**config.mk**
```make
export PLATFORM = sky130hd
export DESIGN_NAME = shared_bus_arbiter
export DESIGN_NICKNAME = d
export VERILOG_FILES = /design/src/rtl/sba_pkg.sv /design/src/rtl/sba_line_check.sv /design/src/rtl/sba_rr_pick.sv /design/src/rtl/sba_owner_fsm.sv /design/src/rtl/shared_bus_arbiter.sv
export SDC_FILE = /design/constraint.sdc
export NUM_CORES = 1
export LEC_CHECK = 0
export ABC_AREA = 1
export BUFFER_PORTS_ARGS = -buffer_cell sky130_fd_sc_hd__buf_2
export CAP_MARGIN = 15
export CORE_MARGIN = 5
export CORE_UTILIZATION = 34
export CTS_CLUSTER_SIZE = 20
export DETAILED_ROUTE_END_ITERATION = 8
export GPL_TIMING_DRIVEN = 0
export HOLD_SLACK_MARGIN = 0.06
export MAX_ROUTING_LAYER = met4
export PLACE_DENSITY = 0.9
export SKIP_LAST_GASP = 1
export SYNTH_ARGS = -nofsm -noshare
export SYNTH_HDL_FRONTEND = slang
export SYNTH_HIERARCHICAL = 1
export SYNTH_SLANG_ARGS = --single-unit
```
**constraint.sdc**
```tcl
create_clock -name clk -period 4.5 [get_ports clk]
set_input_delay 0.45 -clock clk [delete_from_list [all_inputs] [get_ports clk]]
set_output_delay 0.45 -clock clk [all_outputs]
set_load 0.005 [all_outputs]
```
**src/rtl/sba_pkg.sv**
```systemverilog
package sba_pkg;
  typedef enum logic [1:0] {
    LK_NONE  = 2'd0,
    LK_BUS   = 2'd1,
    LK_CACHE = 2'd2
  } lock_kind_e;

  // Atomic traffic takes a cache lock only when the line check agrees.
  function automatic lock_kind_e classify(input logic atomic, input logic contained);
    if (!atomic)        return LK_NONE;
    else if (contained) return LK_CACHE;
    else                return LK_BUS;
  endfunction
endpackage

```
**src/rtl/sba_line_check.sv**
```systemverilog
module sba_line_check #(
  parameter int ADDR_W = 32,
  parameter int SIZE_W = 6,
  parameter int OFFS_W = 6
) (
  input  logic              wb,
  input  logic [ADDR_W-1:0] addr,
  input  logic [SIZE_W-1:0] size_m1,
  output logic              contained
);
  localparam int EXT_W = ADDR_W + 1;

  // First and last byte must share a line; a carry out of the top counts as crossing.
  function automatic logic same_line(input logic [ADDR_W-1:0] a, input logic [SIZE_W-1:0] s);
    logic [EXT_W-1:0] last;
    last = {1'b0, a} + EXT_W'(s);
    return last[EXT_W-1:OFFS_W] == {1'b0, a[ADDR_W-1:OFFS_W]};
  endfunction

  assign contained = wb & same_line(addr, size_m1);
endmodule

```
**src/rtl/sba_rr_pick.sv**
```systemverilog
module sba_rr_pick #(
  parameter int N   = 4,
  parameter int IDW = 2
) (
  input  logic [N-1:0]   req,
  input  logic [IDW-1:0] ptr,
  output logic           valid,
  output logic [IDW-1:0] idx
);
  // Walk from the highest offset down so the nearest requester wins last.
  function automatic logic [IDW-1:0] first_from(input logic [N-1:0] r, input logic [IDW-1:0] p);
    logic [IDW-1:0] sel;
    int j;
    sel = p;
    for (int k = N - 1; k >= 0; k--) begin
      j = int'(p) + k;
      if (j >= N) j = j - N;
      if (r[j]) sel = IDW'(j);
    end
    return sel;
  endfunction

  assign valid = |req;
  assign idx   = first_from(req, ptr);
endmodule

```
**src/rtl/sba_owner_fsm.sv**
```systemverilog
module sba_owner_fsm
  import sba_pkg::*;
#(
  parameter int N   = 4,
  parameter int IDW = 2
) (
  input  logic           clk,
  input  logic           rst_n,
  input  logic           pick_valid,
  input  logic [IDW-1:0] pick_idx,
  input  lock_kind_e     pick_kind,
  input  logic           done,
  input  logic           hold_req,
  output logic           busy,
  output logic [IDW-1:0] owner,
  output logic           bus_lk,
  output logic           cache_lk,
  output logic [IDW-1:0] ptr,
  output logic           grant_start,
  output logic           grant_end,
  output logic           seq_continue
);
  function automatic logic [IDW-1:0] after(input logic [IDW-1:0] o);
    if (int'(o) == N - 1) return '0;
    else                  return o + 1'b1;
  endfunction

  assign grant_start  = !busy && pick_valid;
  assign seq_continue = busy && done && bus_lk && hold_req;
  assign grant_end    = busy && done && !seq_continue;

  always_ff @(posedge clk or negedge rst_n) begin
    if (!rst_n) begin
      busy     <= 1'b0;
      owner    <= '0;
      bus_lk   <= 1'b0;
      cache_lk <= 1'b0;
      ptr      <= '0;
    end else if (grant_start) begin
      busy     <= 1'b1;
      owner    <= pick_idx;
      bus_lk   <= (pick_kind == LK_BUS);
      cache_lk <= (pick_kind == LK_CACHE);
    end else if (grant_end) begin
      busy     <= 1'b0;
      bus_lk   <= 1'b0;
      cache_lk <= 1'b0;
      ptr      <= after(owner);
    end
  end
endmodule

```
**src/rtl/shared_bus_arbiter.sv**
```systemverilog
module shared_bus_arbiter
  import sba_pkg::*;
#(
  parameter int N_AGENTS   = 4,
  parameter int ADDR_W     = 32,
  parameter int SIZE_W     = 6,
  parameter int LINE_BYTES = 64
) (
  input  logic                         clk,
  input  logic                         rst_n,
  input  logic [N_AGENTS-1:0]          req_i,
  input  logic [N_AGENTS-1:0]          lock_i,
  input  logic [N_AGENTS-1:0]          xchg_i,
  input  logic [N_AGENTS-1:0]          wb_i,
  input  logic [N_AGENTS*ADDR_W-1:0]   addr_i,
  input  logic [N_AGENTS*SIZE_W-1:0]   size_i,
  input  logic                         done_i,
  output logic [N_AGENTS-1:0]          gnt_o,
  output logic [$clog2(N_AGENTS)-1:0]  gnt_id_o,
  output logic                         bus_lock_o,
  output logic                         cache_lock_o
);
  localparam int IDW    = $clog2(N_AGENTS);
  localparam int OFFS_W = $clog2(LINE_BYTES);

  lock_kind_e        kind_a [N_AGENTS];
  logic [N_AGENTS-1:0] contained;
  logic              pick_valid;
  logic [IDW-1:0]    pick_idx;
  logic [IDW-1:0]    ptr;
  logic [IDW-1:0]    owner;
  logic              busy, bus_lk, cache_lk;
  logic              grant_start, grant_end, seq_continue;
  logic              hold_req;

  for (genvar g = 0; g < N_AGENTS; g++) begin : g_agent
    sba_line_check #(.ADDR_W(ADDR_W), .SIZE_W(SIZE_W), .OFFS_W(OFFS_W)) u_line (
      .wb        (wb_i[g]),
      .addr      (addr_i[g*ADDR_W +: ADDR_W]),
      .size_m1   (size_i[g*SIZE_W +: SIZE_W]),
      .contained (contained[g])
    );
    assign kind_a[g] = classify(lock_i[g] | xchg_i[g], contained[g]);
  end

  sba_rr_pick #(.N(N_AGENTS), .IDW(IDW)) u_pick (
    .req   (req_i),
    .ptr   (ptr),
    .valid (pick_valid),
    .idx   (pick_idx)
  );

  assign hold_req = lock_i[owner] | xchg_i[owner];

  sba_owner_fsm #(.N(N_AGENTS), .IDW(IDW)) u_fsm (
    .clk          (clk),
    .rst_n        (rst_n),
    .pick_valid   (pick_valid),
    .pick_idx     (pick_idx),
    .pick_kind    (kind_a[pick_idx]),
    .done         (done_i),
    .hold_req     (hold_req),
    .busy         (busy),
    .owner        (owner),
    .bus_lk       (bus_lk),
    .cache_lk     (cache_lk),
    .ptr          (ptr),
    .grant_start  (grant_start),
    .grant_end    (grant_end),
    .seq_continue (seq_continue)
  );

  for (genvar g = 0; g < N_AGENTS; g++) begin : g_gnt
    assign gnt_o[g] = busy && (owner == IDW'(g));
  end

  assign gnt_id_o     = owner;
  assign bus_lock_o   = bus_lk;
  assign cache_lock_o = cache_lk;
endmodule

```
==> results.json <==
{
  "gp_congestion": 0.816,
  "drtAntennaViolNets": 0,
  "dieHeight_um": 72.5,
  "maxSlewHeadroom_pct": 81.1,
  "power_density_mw_per_mm2": 390,
  "ir_worst_vdd_v": 0.000180,
  "start_kind": "flop",
  "wl_per_cell_um": 10.6,
  "grt.overflow.total": 0,
  "max_freq_mhz": 507,
  "leakagePower_nw": 1.24,
  "fin_util_pct": 49.0,
  "antenna_found_initial": 3,
  "required_ps": 4620,
  "period_minus_slack_ps": 1970,
  "num_vias": 1654,
  "area_growth_syn_to_layout_pct": 37.1,
  "track_usage_pct": 15.8,
  "num-nets-final": 513,
  "crit_fanout": 9,
  "pre_cts_ws_ps": 2500,
  "die_area_mm2": 0.00526,
  "final_max_slew_viol_count": 0,
  "rsz0062_at_grt": "false",
  "cts_tree": "yes",
  "cp_slowest_cell": "dfrtp_1",
  "max-clock-path-buffers": 2,
  "critPathLaunch": "u_fsm/ptr[0]",
  "endpoint_kind": "flop",
  "fin_tns_setup_ps": 0,
  "syn_area_per_cell_um2": 5.51,
  "setup_viol_count_final": 0,
  "routed_wl_um": 3920,
  "hold_start": "u_fsm/cache_lk",
  "postCtsResizedCells": 0,
  "cts_buffers": 3,
  "num_rows": 22,
  "synth_area_mm2": 0.00133,
  "clk_latency_ps": 230,
  "hold_violations": 0,
  "slowest_delay_ps": 390,
  "crit_top_cell": "nand2_1",
  "port_buffers": 74,
  "status": "finished clean",
  "crit_path_cell_trace": "buf_6 -> o21ai_1 -> nand2_1 -> nand2_1 -> nand2_1 -> nand2_1 -> nand2_1 -> nand2_1 -> nand2_1 -> nor2_1 -> nand2_1 -> nand2_1 -> nand2_1 -> nand2_1 -> nor2_1 -> nand2_1 -> nand2_1",
  "tightest_slew_ps": 282,
  "path_class": "flop to flop",
  "root_buffer": "clkbuf_8",
  "hold_class": "flop to flop",
  "start_util_pct": 35.8,
  "drc": 0,
  "cp_num_buf_inv": 1,
  "post-route-period-util_pct": 43.9,
  "clkTransAtPathRegs_ps": 40,
  "fin_ws_ps": 2530,
  "critical-path-top-delay-family": "simple AND/OR/NAND/NOR gates",
  "netlist_instances": 241,
  "die_w_um": 72.5,
  "grt_max_degree": 10,
  "h-tree-depth": 1,
  "grt_pass1_vias": 1604,
  "cts.sinks": 7,
  "skew_ps": 3.53,
  "grt_pass1_wl_um": 6410,
  "first_pass_iters": 5,
  "synth_nets": 433,
  "hpwlAfterDp_um": 3610,
  "pin_count": 179,
  "cp.arrival_ps": 2090,
  "layout-drive-gt1-share_pct": 30.9,
  "core_area_mm2": 0.00372,
  "r2r_start": "u_fsm/ptr[0]",
  "max_cap_viol_count": 0,
  "yosys_warnings": 6,
  "via_per_inst": 4.46,
  "drt_iter0_markers": 52
}
state kept, by name, indices dropped and copies added, names as in the netlist:
| name | cells |
|---|---|
| u_fsm/bus_lk | 1 |
| u_fsm/busy | 1 |
| u_fsm/cache_lk | 1 |
| u_fsm/owner | 2 |
| u_fsm/ptr | 2 |
worst paths after layout:
path	to	slack (ps)	depth (start not counted)
max	u_fsm/bus_lk	2530	17
min	u_fsm/cache_lk	490	2
max reg2reg	u_fsm/bus_lk	2530	17
min reg2reg	u_fsm/cache_lk	490	2
max in group asynchronous	u_fsm/ptr[0]	3750	2
min in group asynchronous	u_fsm/busy	590	2
layout make-up:
class	count	area, um2
sequential	7	175
fill	399	1890
clock buffer	4	45.0
buffer	1	11.3
antenna	3	7.51
tap	48	60.1
multi-input combinational	183	950
inverter	50	193
timing repair buffer	75	380
through the flow:
| stage | area [um2] | std cells | hold WS [ps] | total power, mW |
|---|---|---|---|---|
| 6_report | 1820 | 371 | 494 | 0.711 |
| 5_1_grt | 1820 | 371 | 524 | 0.811 |
| 4_1_cts | 1810 | 368 | 496 | 0.717 |
| 3_5_place_dp | 1760 | 363 | 292 | 0.625 |
| 3_3_place_gp | 1760 | 363 | 286 | 0.604 |
| 2_1_floorplan | 1330 | 241 | 154 | 0.489 |
what timing repair did:
item / 4_1_cts / 5_1_grt
hold endpoints to repair: 7 / 0
setup buffers: 0 / 0
hold buffers: 1 / 0
tightest hold or removal path: stages, from the launching register on:
cell and delay [ps]:
dfrtp_1 330, nand3_1 70, nand2_1 60
metal layers:
metal / vias to the layer above / wire, um / global-route usage (%)
met2: 69 / 1730 / 25.6
met3: 4 / 511 / 6.51
met4: 0 / 40 / 4.30
met5: - / 0 / -
li1: 887 / - / -
met1: 694 / 1640 / 17.9
placed cells by master, fill, tap and decap left out, types with 4 or more instances in the layout:
cell type and n:
nand2_2 5, a21oi_2 5, nor2_2 4, inv_2 5, dfrtp_1 7, inv_1 44
nor2_1 20, nand2_1 105, ha_1 21, buf_2 74, nand3_1 16
where the power goes:
part | switching, mW | internal (mW) | leakage (nW) | total (mW)
clock | 0.0264 | 0.0612 | 0.0228 | 0.0877
sequential | 0.0375 | 0.0906 | 0.0871 | 0.128
combinational | 0.301 | 0.194 | 1.13 | 0.495
total | 0.365 | 0.346 | 1.24 | 0.711
Power figures use the tool's default switching activity.
